## src/rtl/i2cm_pkg.sv

```systemverilog
package i2cm_pkg;
  localparam int CB_EN    = 0;
  localparam int CB_START = 1;
  localparam int CB_STOP  = 2;
  localparam int CB_ACKEN = 3;
  localparam int CB_IRQ   = 4;
  localparam int CTRL_W   = 5;

  localparam int LEN_START = 3;
  localparam int LEN_BYTE  = 9;

  localparam logic [7:0] ST_IDLE = 8'hF8;

  typedef enum logic [2:0] {
    PK_START, PK_RSTART, PK_ADDR_W, PK_ADDR_R, PK_DATA_W, PK_DATA_R_ACK, PK_DATA_R_NACK
  } post_kind_e;

  typedef enum logic [2:0] {
    MSG_NONE = 3'd0, MSG_ADDR = 3'd1, MSG_STOP = 3'd2, MSG_WRITE = 3'd3, MSG_READ = 3'd4
  } msg_kind_e;

  function automatic logic [7:0] post_code(input post_kind_e k, input logic ack);
    case (k)
      PK_START:       post_code = 8'h08;
      PK_RSTART:      post_code = 8'h10;
      PK_ADDR_W:      post_code = ack ? 8'h18 : 8'h20;
      PK_ADDR_R:      post_code = ack ? 8'h40 : 8'h48;
      PK_DATA_W:      post_code = ack ? 8'h28 : 8'h30;
      PK_DATA_R_ACK:  post_code = 8'h50;
      PK_DATA_R_NACK: post_code = 8'h58;
      default:        post_code = ST_IDLE;
    endcase
  endfunction
endpackage

```

## src/rtl/i2cm_step_timer.sv

```systemverilog
module i2cm_step_timer
  import i2cm_pkg::*;
#(
  parameter int CNT_W = 4
) (
  input  logic             clk,
  input  logic             rst_n,
  input  logic             tick_i,
  input  logic             load_i,
  input  logic [CNT_W-1:0] load_len_i,
  input  post_kind_e       load_kind_i,
  input  logic             cancel_i,
  output logic             fire_o,
  output post_kind_e       fire_kind_o
);
  logic             busy_q, busy_d;
  logic [CNT_W-1:0] cnt_q, cnt_d;
  post_kind_e       kind_q, kind_d;

  assign fire_o      = busy_q && tick_i && (cnt_q == CNT_W'(1)) && !load_i && !cancel_i;
  assign fire_kind_o = kind_q;

  always_comb begin
    busy_d = busy_q;
    cnt_d  = cnt_q;
    kind_d = kind_q;
    if (cancel_i) begin
      busy_d = 1'b0;
    end else if (load_i) begin
      busy_d = 1'b1;
      cnt_d  = load_len_i;
      kind_d = load_kind_i;
    end else if (fire_o) begin
      busy_d = 1'b0;
    end else if (busy_q && tick_i) begin
      cnt_d = cnt_q - CNT_W'(1);
    end
  end

  always_ff @(posedge clk or negedge rst_n) begin
    if (!rst_n) begin
      busy_q <= 1'b0;
      cnt_q  <= '0;
      kind_q <= PK_START;
    end else begin
      busy_q <= busy_d;
      cnt_q  <= cnt_d;
      kind_q <= kind_d;
    end
  end


  cnt_hold_chk: assert property (@(posedge clk) disable iff (!rst_n)
    (busy_q && !tick_i && !load_i && !cancel_i) |=> $stable(cnt_q));

  reload_chk: assert property (@(posedge clk) disable iff (!rst_n)
    load_i |=> (busy_q && cnt_q == $past(load_len_i)));
endmodule

```

## src/rtl/i2cm_seq.sv

```systemverilog
module i2cm_seq
  import i2cm_pkg::*;
#(
  parameter int CNT_W = 4
) (
  input  logic              clk,
  input  logic              rst_n,
  input  logic              ctrl_wr_i,
  input  logic [CTRL_W-1:0] ctrl_wdata_i,
  input  logic              data_wr_i,
  input  logic [7:0]        data_wdata_i,
  input  logic              data_rd_i,
  input  logic              stat_wr_i,
  input  logic [1:0]        stat_wdata_i,
  input  logic              rsp_ack_vld_i,
  input  logic              rsp_ack_i,
  input  logic              rsp_data_vld_i,
  input  logic [7:0]        rsp_data_i,
  input  logic              fire_i,
  input  post_kind_e        fire_kind_i,
  output logic              load_o,
  output logic [CNT_W-1:0]  load_len_o,
  output post_kind_e        load_kind_o,
  output logic              cancel_o,
  output logic [CTRL_W-1:0] ctrl_o,
  output logic [7:0]        data_o,
  output logic [7:0]        status_o,
  output logic              irq_o,
  output logic              msg_vld_o,
  output logic [2:0]        msg_kind_o,
  output logic [7:0]        msg_addr_o,
  output logic [7:0]        msg_data_o,
  output logic              msg_ack_o
);
  logic       en_q, en_d, sta_q, sta_d, sto_q, sto_d, acken_q, acken_d, irq_q, irq_d;
  logic [7:0] data_q, data_d, peer_q, peer_d;
  logic [4:0] code_q, code_d;
  logic [1:0] presc_q, presc_d;
  logic       open_q, open_d, adone_q, adone_d, wrdy_q, wrdy_d, rrdy_q, rrdy_d, ack_q, ack_d;
  logic       mvld_q, mvld_d, mack_q, mack_d;
  msg_kind_e  mkind_q, mkind_d;
  logic [7:0] maddr_q, maddr_d, mdata_q, mdata_d, posted;
  logic       cleared;

  assign ctrl_o     = {irq_q, acken_q, sto_q, sta_q, en_q};
  assign data_o     = data_q;
  assign status_o   = {code_q, 1'b0, presc_q};
  assign irq_o      = irq_q;
  assign msg_vld_o  = mvld_q;
  assign msg_kind_o = mkind_q;
  assign msg_addr_o = maddr_q;
  assign msg_data_o = mdata_q;
  assign msg_ack_o  = mack_q;
  assign posted     = post_code(fire_kind_i, ack_q);
  assign cleared    = irq_q && ctrl_wdata_i[CB_IRQ];

  always_comb begin
    en_d = en_q; sta_d = sta_q; sto_d = sto_q; acken_d = acken_q; irq_d = irq_q;
    data_d = data_q; peer_d = peer_q; code_d = code_q; presc_d = presc_q;
    open_d = open_q; adone_d = adone_q; wrdy_d = wrdy_q; rrdy_d = rrdy_q; ack_d = ack_q;
    mvld_d = 1'b0; mkind_d = MSG_NONE; maddr_d = maddr_q; mdata_d = mdata_q; mack_d = 1'b0;
    load_o = 1'b0; load_len_o = CNT_W'(LEN_START); load_kind_o = PK_START; cancel_o = 1'b0;

    if (en_q && rsp_ack_vld_i)  ack_d  = rsp_ack_i;
    if (en_q && rsp_data_vld_i) data_d = rsp_data_i;
    if (data_wr_i) begin
      data_d = data_wdata_i;
      wrdy_d = 1'b1;
    end
    if (en_q && data_rd_i) rrdy_d  = 1'b1;
    if (stat_wr_i)         presc_d = stat_wdata_i;
    if (fire_i) begin
      code_d = posted[7:3];
      irq_d  = 1'b1;
    end

    if (ctrl_wr_i) begin
      if (en_q && !ctrl_wdata_i[CB_EN]) begin
        en_d = 1'b0; sta_d = 1'b0; sto_d = 1'b0; acken_d = 1'b0; irq_d = 1'b0;
        data_d = 8'hFF; code_d = ST_IDLE[7:3]; peer_d = '0;
        open_d = 1'b0; adone_d = 1'b0; wrdy_d = 1'b0; rrdy_d = 1'b0; ack_d = 1'b0;
        cancel_o = 1'b1;
      end else if (ctrl_wdata_i[CB_EN]) begin
        en_d    = 1'b1;
        sta_d   = ctrl_wdata_i[CB_START];
        sto_d   = ctrl_wdata_i[CB_STOP];
        acken_d = ctrl_wdata_i[CB_ACKEN];
        if (cleared) irq_d = 1'b0;
        if (!sto_q && ctrl_wdata_i[CB_STOP]) begin
          if (open_q) begin
            mvld_d = 1'b1; mkind_d = MSG_STOP; maddr_d = peer_q;
          end
          open_d = 1'b0; adone_d = 1'b0;
        end
        if (!sta_q && ctrl_wdata_i[CB_START]) begin
          load_o      = 1'b1;
          load_len_o  = CNT_W'(LEN_START);
          load_kind_o = open_d ? PK_RSTART : PK_START;
          peer_d = '0; open_d = 1'b1; adone_d = 1'b0;
        end
        if (cleared && !ctrl_wdata_i[CB_START] && !ctrl_wdata_i[CB_STOP]) begin
          ack_d      = 1'b0;
          load_len_o = CNT_W'(LEN_BYTE);
          if (adone_d) begin
            if (peer_q[0] && rrdy_q) begin
              load_o = 1'b1;
              load_kind_o = ctrl_wdata_i[CB_ACKEN] ? PK_DATA_R_ACK : PK_DATA_R_NACK;
              mvld_d = 1'b1; mkind_d = MSG_READ; maddr_d = peer_q;
              mack_d = ctrl_wdata_i[CB_ACKEN];
            end else if (!peer_q[0] && wrdy_q) begin
              load_o = 1'b1; load_kind_o = PK_DATA_W;
              mvld_d = 1'b1; mkind_d = MSG_WRITE; maddr_d = peer_q; mdata_d = data_q;
            end
          end else begin
            adone_d = 1'b1; peer_d = data_q;
            load_o = 1'b1; load_kind_o = data_q[0] ? PK_ADDR_R : PK_ADDR_W;
            if (data_q[0]) rrdy_d = 1'b1;
            mvld_d = 1'b1; mkind_d = MSG_ADDR; maddr_d = data_q;
          end
          wrdy_d = 1'b0;
        end
      end
    end
  end

  always_ff @(posedge clk or negedge rst_n) begin
    if (!rst_n) begin
      en_q <= 1'b0; sta_q <= 1'b0; sto_q <= 1'b0; acken_q <= 1'b0; irq_q <= 1'b0;
      data_q <= 8'hFF; peer_q <= '0; code_q <= ST_IDLE[7:3]; presc_q <= '0;
      open_q <= 1'b0; adone_q <= 1'b0; wrdy_q <= 1'b0; rrdy_q <= 1'b0; ack_q <= 1'b0;
      mvld_q <= 1'b0; mkind_q <= MSG_NONE; maddr_q <= '0; mdata_q <= '0; mack_q <= 1'b0;
    end else begin
      en_q <= en_d; sta_q <= sta_d; sto_q <= sto_d; acken_q <= acken_d; irq_q <= irq_d;
      data_q <= data_d; peer_q <= peer_d; code_q <= code_d; presc_q <= presc_d;
      open_q <= open_d; adone_q <= adone_d; wrdy_q <= wrdy_d; rrdy_q <= rrdy_d; ack_q <= ack_d;
      mvld_q <= mvld_d; mkind_q <= mkind_d; maddr_q <= maddr_d; mdata_q <= mdata_d;
      mack_q <= mack_d;
    end
  end


  irq_source_chk: assert property (@(posedge clk) disable iff (!rst_n)
    $rose(irq_q) |-> $past(fire_i));

  disable_clears_chk: assert property (@(posedge clk) disable iff (!rst_n)
    (ctrl_wr_i && en_q && !ctrl_wdata_i[CB_EN]) |=>
      (code_q == ST_IDLE[7:3] && !irq_q && data_q == 8'hFF && !en_q));

  stat_code_hold_chk: assert property (@(posedge clk) disable iff (!rst_n)
    (stat_wr_i && !ctrl_wr_i && !fire_i) |=> $stable(code_q));

  idle_quiet_chk: assert property (@(posedge clk) disable iff (!rst_n)
    (!en_q && !ctrl_wr_i) |=> (!mvld_q && !irq_q && $stable(code_q)));

  stop_open_chk: assert property (@(posedge clk) disable iff (!rst_n)
    (mvld_q && mkind_q == MSG_STOP) |-> $past(open_q));
endmodule

```

## src/rtl/i2c_byte_master.sv

```systemverilog
module i2c_byte_master
  import i2cm_pkg::*;
#(
  parameter int CNT_W = 4
) (
  input  logic        clk,
  input  logic        rst_n,
  input  logic        tick_i,
  input  logic        ctrl_wr_i,
  input  logic [4:0]  ctrl_wdata_i,
  input  logic        data_wr_i,
  input  logic [7:0]  data_wdata_i,
  input  logic        data_rd_i,
  input  logic        stat_wr_i,
  input  logic [1:0]  stat_wdata_i,
  input  logic        rsp_ack_vld_i,
  input  logic        rsp_ack_i,
  input  logic        rsp_data_vld_i,
  input  logic [7:0]  rsp_data_i,
  output logic [4:0]  ctrl_o,
  output logic [7:0]  data_o,
  output logic [7:0]  status_o,
  output logic        irq_o,
  output logic        msg_vld_o,
  output logic [2:0]  msg_kind_o,
  output logic [7:0]  msg_addr_o,
  output logic [7:0]  msg_data_o,
  output logic        msg_ack_o
);
  logic             load, cancel, fire;
  logic [CNT_W-1:0] load_len;
  post_kind_e       load_kind, fire_kind;

  i2cm_step_timer #(.CNT_W(CNT_W)) u_timer (
    .clk(clk), .rst_n(rst_n), .tick_i(tick_i),
    .load_i(load), .load_len_i(load_len), .load_kind_i(load_kind), .cancel_i(cancel),
    .fire_o(fire), .fire_kind_o(fire_kind)
  );

  i2cm_seq #(.CNT_W(CNT_W)) u_seq (
    .clk(clk), .rst_n(rst_n),
    .ctrl_wr_i(ctrl_wr_i), .ctrl_wdata_i(ctrl_wdata_i),
    .data_wr_i(data_wr_i), .data_wdata_i(data_wdata_i), .data_rd_i(data_rd_i),
    .stat_wr_i(stat_wr_i), .stat_wdata_i(stat_wdata_i),
    .rsp_ack_vld_i(rsp_ack_vld_i), .rsp_ack_i(rsp_ack_i),
    .rsp_data_vld_i(rsp_data_vld_i), .rsp_data_i(rsp_data_i),
    .fire_i(fire), .fire_kind_i(fire_kind),
    .load_o(load), .load_len_o(load_len), .load_kind_o(load_kind), .cancel_o(cancel),
    .ctrl_o(ctrl_o), .data_o(data_o), .status_o(status_o), .irq_o(irq_o),
    .msg_vld_o(msg_vld_o), .msg_kind_o(msg_kind_o), .msg_addr_o(msg_addr_o),
    .msg_data_o(msg_data_o), .msg_ack_o(msg_ack_o)
  );
endmodule

```

## config.mk

```make
export PLATFORM = sky130hd
export DESIGN_NAME = i2c_byte_master
export DESIGN_NICKNAME = d
export VERILOG_FILES = /design/src/rtl/i2cm_pkg.sv /design/src/rtl/i2cm_step_timer.sv /design/src/rtl/i2cm_seq.sv /design/src/rtl/i2c_byte_master.sv
export SDC_FILE = /design/constraint.sdc
export NUM_CORES = 1
export LEC_CHECK = 0
export ABC_AREA = 1
export CAP_MARGIN = 30
export CORE_MARGIN = 2
export CORE_UTILIZATION = 53
export DETAILED_ROUTE_END_ITERATION = 16
export PLACE_DENSITY = 0.85
export SLEW_MARGIN = 20
export SYNTH_ARGS = -nofsm -noshare
export SYNTH_HDL_FRONTEND = slang
export SYNTH_SLANG_ARGS = --single-unit
```

## constraint.sdc

```tcl
create_clock -name clk -period 2.3 [get_ports clk]
set_input_delay 0.46 -clock clk [delete_from_list [all_inputs] [get_ports clk]]
set_output_delay 0.46 -clock clk [all_outputs]
set_load 0.01 [all_outputs]
```

==> metrics.json <==
{
  "synth": {
    "synthesis.instances": 367,
    "mappedNetlistNets": 402,
    "post_synth_num_cell_types": 38,
    "yosys.area.top_type_share_pct": 39.0,
    "syn-cell-area_um2": 3150,
    "ys_top_cells_by_area": "sky130_fd_sc_hd__dfrtp_1, sky130_fd_sc_hd__nand2_1, sky130_fd_sc_hd__dfstp_2",
    "synth_largest_area_cell": "sky130_fd_sc_hd__dfrtp_1",
    "ys_seq_elements": 62,
    "synth-seq-area-share_pct": 49.8,
    "synthesis.area_per_instance_um2": 8.57,
    "yosysWarningCount": 0
  },
  "layout": {
    "num_antenna_cells": 0,
    "total_nets_final": 479,
    "most-common-layout-cells": "sky130_fd_sc_hd__nand2_1, sky130_fd_sc_hd__clkdlybuf4s50_1, sky130_fd_sc_hd__dfrtp_1, sky130_fd_sc_hd__inv_1, sky130_fd_sc_hd__nand3_1",
    "most_common_cell_after_layout_fill_and_taps_aside": "sky130_fd_sc_hd__nand2_1",
    "postLayoutCellArea_um2": 4150,
    "core_occupancy_in_the_finished_layout_pct": 71.4,
    "layoutNonFillerInstCount": 524,
    "layout-area-overhead-vs-synth_pct": 32.0,
    "final_layout_size_suffix_gt1_share_pct": 18.0
  },
  "timing": {
    "final.hold.worst_slack_ns": 0.467,
    "skew_ns": 0.00900,
    "final-setup-viol-count": 0,
    "achievable_clock_frequency_ghz": 0.524,
    "setup_repair_after_global_routing_missed_its_margin": "false",
    "least_margin_pin_slew_ns": 0.504,
    "drv_slew": 0,
    "finalHoldViolations": 0,
    "timing.final.ws_setup_ns": 0.391,
    "finalSetupTns_ns": 0,
    "min_period_ns": 1.91,
    "maxSlewHeadroom_pct": 66.3,
    "finalCritPeriodShare_pct": 83.0
  },
  "clock_network": {
    "ctsRootBufferMaster": "sky130_fd_sc_hd__clkbuf_8",
    "clk_pin_slew_worst_paths_ns": 0.07,
    "cts.sinks": 62,
    "cts_post_setup_buffers_inserted": 0,
    "htree_num_levels": 3,
    "tritoncts.num_buffers": 9,
    "ctsLongestPathBuffers": 2,
    "clock_latency_ns": 0.33,
    "tritoncts": "yes"
  },
  "place": {
    "dp.final_hpwl_um": 5370,
    "post-place-cells": 507,
    "placed_area_um2": 3910,
    "pre_cts_worst_setup_slack_ns": 0.170,
    "place.port_buffers": 74,
    "gpl.final_weighted_congestion": 0.854
  },
  "setup_path": {
    "critical_path.reg2reg.startpoint": "u_seq.irq_o$_DFF_PN0_",
    "r2r_end": "u_seq.code_q[2]$_DFF_PN1_",
    "critical_path.max_stage_delay_ns": 0.61,
    "critical_path.n_buffers_inverters": 1,
    "timing.critical_path.cells": "clkdlybuf4s50_1",
    "timing_worst_setup_path_type": "flop to output port",
    "r2r_cells": 10,
    "critPathMaxFanout": 7,
    "endpoint_class_of_the_critical_path": "output port",
    "worst_setup_path_start_kind": "flop",
    "data_required_time_at_the_worst_endpoint_ns": 1.84,
    "timing.critical_path.depth": 1,
    "critPathArrivalTime_ns": 1.45,
    "cpMaxStageDelayCell": "sky130_fd_sc_hd__clkdlybuf4s50_1",
    "r2r_setup_slack_ns": 0.73,
    "critical_path.top_delay_family": "buffers and inverters"
  },
  "die": {
    "dieHeight_um": 81.1,
    "pin_count": 76,
    "floorplan.initialDensity_pct": 54.1,
    "rows": 28,
    "design.die.area_um2": 6570,
    "core_um2": 5820,
    "die_w_um": 81.1
  },
  "global_route": {
    "via_count_of_the_first_global_routing_pass": 2758,
    "global_route_wire_length_before_repair_um": 12200,
    "number_of_antenna_violations_at_the_first_check_in_global_routing": 0,
    "grt_start_max_net_pins": 33,
    "grtUsageTotal_pct": 24.3,
    "grt-ovfl-total": 0
  },
  "power": {
    "post-layout-total-power_mw": 3.49,
    "power.ir.vdd_worst_v": 0.000417,
    "power_density_nw_per_um2": 840,
    "leakage_nw": 2.06
  },
  "detailed_routing": {
    "via_per_inst": 5.27,
    "route.final.wire_length_um": 7420,
    "drt_iter0_markers": 170,
    "via_count": 2761,
    "ant_nets": 0,
    "drt_first_pass_iters": 4,
    "remaining_drc_errors": 0,
    "routed_wirelength_normalized_by_instance_count_um": 14.2
  },
  "run": {
    "max-cap-violations": 0
  },
  "min_path": {
    "hold_path.class": "input port to asynchronous set/reset pin"
  },
  "run_status": {
    "outcome": "finished clean"
  }
}
## how the worst max path moves through the flow
stage | start | end
after floorplan | ctrl_wdata_i[2] | u_seq.msg_data_o[6]$_DFFE_PN0P_
after global placement | ctrl_wr_i | u_seq.msg_addr_o[5]$_DFFE_PN0P_
after detailed placement | ctrl_wr_i | u_seq.msg_addr_o[7]$_DFFE_PN0P_
after CTS | u_seq.en_q$_DFFE_PN0P_ | ctrl_o[0]
after global routing | u_seq.en_q$_DFFE_PN0P_ | ctrl_o[0]
final | u_seq.en_q$_DFFE_PN0P_ | ctrl_o[0]
## Yosys cell counts
cell                         n
sky130_fd_sc_hd__dfrtp_1    49
sky130_fd_sc_hd__conb_1      1
sky130_fd_sc_hd__inv_1      44
sky130_fd_sc_hd__nand4_1     5
sky130_fd_sc_hd__nand3_1    40
sky130_fd_sc_hd__o21ai_2    10
sky130_fd_sc_hd__nor2_1     13
sky130_fd_sc_hd__nor2_4      5
sky130_fd_sc_hd__mux2_2      2
sky130_fd_sc_hd__nand3_2     4
sky130_fd_sc_hd__a211oi_1    1
sky130_fd_sc_hd__a21oi_1     6
sky130_fd_sc_hd__inv_4       1
sky130_fd_sc_hd__nand2_2     8
sky130_fd_sc_hd__a22oi_1     1
sky130_fd_sc_hd__buf_1       1
sky130_fd_sc_hd__ha_1        2
sky130_fd_sc_hd__nor3_1      2
sky130_fd_sc_hd__buf_6       1
sky130_fd_sc_hd__o31ai_1     1
sky130_fd_sc_hd__o211ai_1    8
sky130_fd_sc_hd__clkbuf_1    2
sky130_fd_sc_hd__o21ai_0    12
sky130_fd_sc_hd__dfstp_2    13
sky130_fd_sc_hd__clkinv_2    1
sky130_fd_sc_hd__nand2_1   105
sky130_fd_sc_hd__o22ai_1     1
sky130_fd_sc_hd__nor2_8      1
sky130_fd_sc_hd__buf_12      1
sky130_fd_sc_hd__a21oi_2     1
sky130_fd_sc_hd__nor2_2      2
sky130_fd_sc_hd__or2_2       2
sky130_fd_sc_hd__buf_2       2
sky130_fd_sc_hd__xor2_1      2
sky130_fd_sc_hd__inv_2       6
sky130_fd_sc_hd__nand3_4     1
sky130_fd_sc_hd__buf_4       6
sky130_fd_sc_hd__nand2_4     4
## cell type report
class	count	area, um2
fillers	452	1660
repair buffers	79	776
well taps	75	93.8
clock inverters	3	65.1
inverters	52	199
multi-input cells	240	1280
flip-flops and latches	62	1570
clock buffers	13	169
## state kept, by name, indices dropped and copies added, names as in the netlist
name                 flops
u_seq.ack_q              1
u_seq.data_o             8
u_seq.open_q             1
u_seq.code_q             5
u_seq.sto_q              1
u_seq.irq_o              1
u_seq.acken_q            1
u_seq.presc_q            2
u_seq.msg_vld_o          1
u_seq.peer_q             8
u_timer.cnt_q            4
u_seq.msg_data_o         8
u_timer.fire_kind_o      3
u_seq.msg_ack_o          1
u_seq.rrdy_q             1
u_seq.msg_addr_o         8
u_seq.adone_q            1
u_timer.busy_q           1
u_seq.wrdy_q             1
u_seq.en_q               1
u_seq.msg_kind_o         3
u_seq.sta_q              1
## per-layer routing
| metal | routed length [um] | global-route usage (%) | up-vias |
|---|---|---|---|
| li1 | - | - | 1323 |
| met1 | 3140 | 31.8 | 1321 |
| met2 | 3700 | 39.8 | 100 |
| met3 | 412 | 3.89 | 17 |
| met4 | 174 | 11.2 | 0 |
| met5 | 0 | 0 | - |
## repair_timing
item,CTS,global route
hold buffers,1,0
hold endpoints to repair,1,0
resized for setup,0,0
## report_power, final
group	switching, mW	leakage (nW)	internal [mW]
logic	0.496	1.15	0.451
clock network	0.410	0.120	0.698
registers	0.126	0.790	1.31
total	1.03	2.06	2.46
## logic make-up after synthesis
group	Yosys count	share of synthesized area [%]
XOR/XNOR	2	0.557
flip-flops	62	49.8
other	1	0.119
AND/OR/NAND/NOR	192	29.8
buffers and inverters	65	9.42
adder cells (fa/ha/maj)	2	0.795
multiplexers	2	0.716
AO/OA/AOI/OAI	41	8.75
Note: power is estimated with default switching activity, not from simulation.
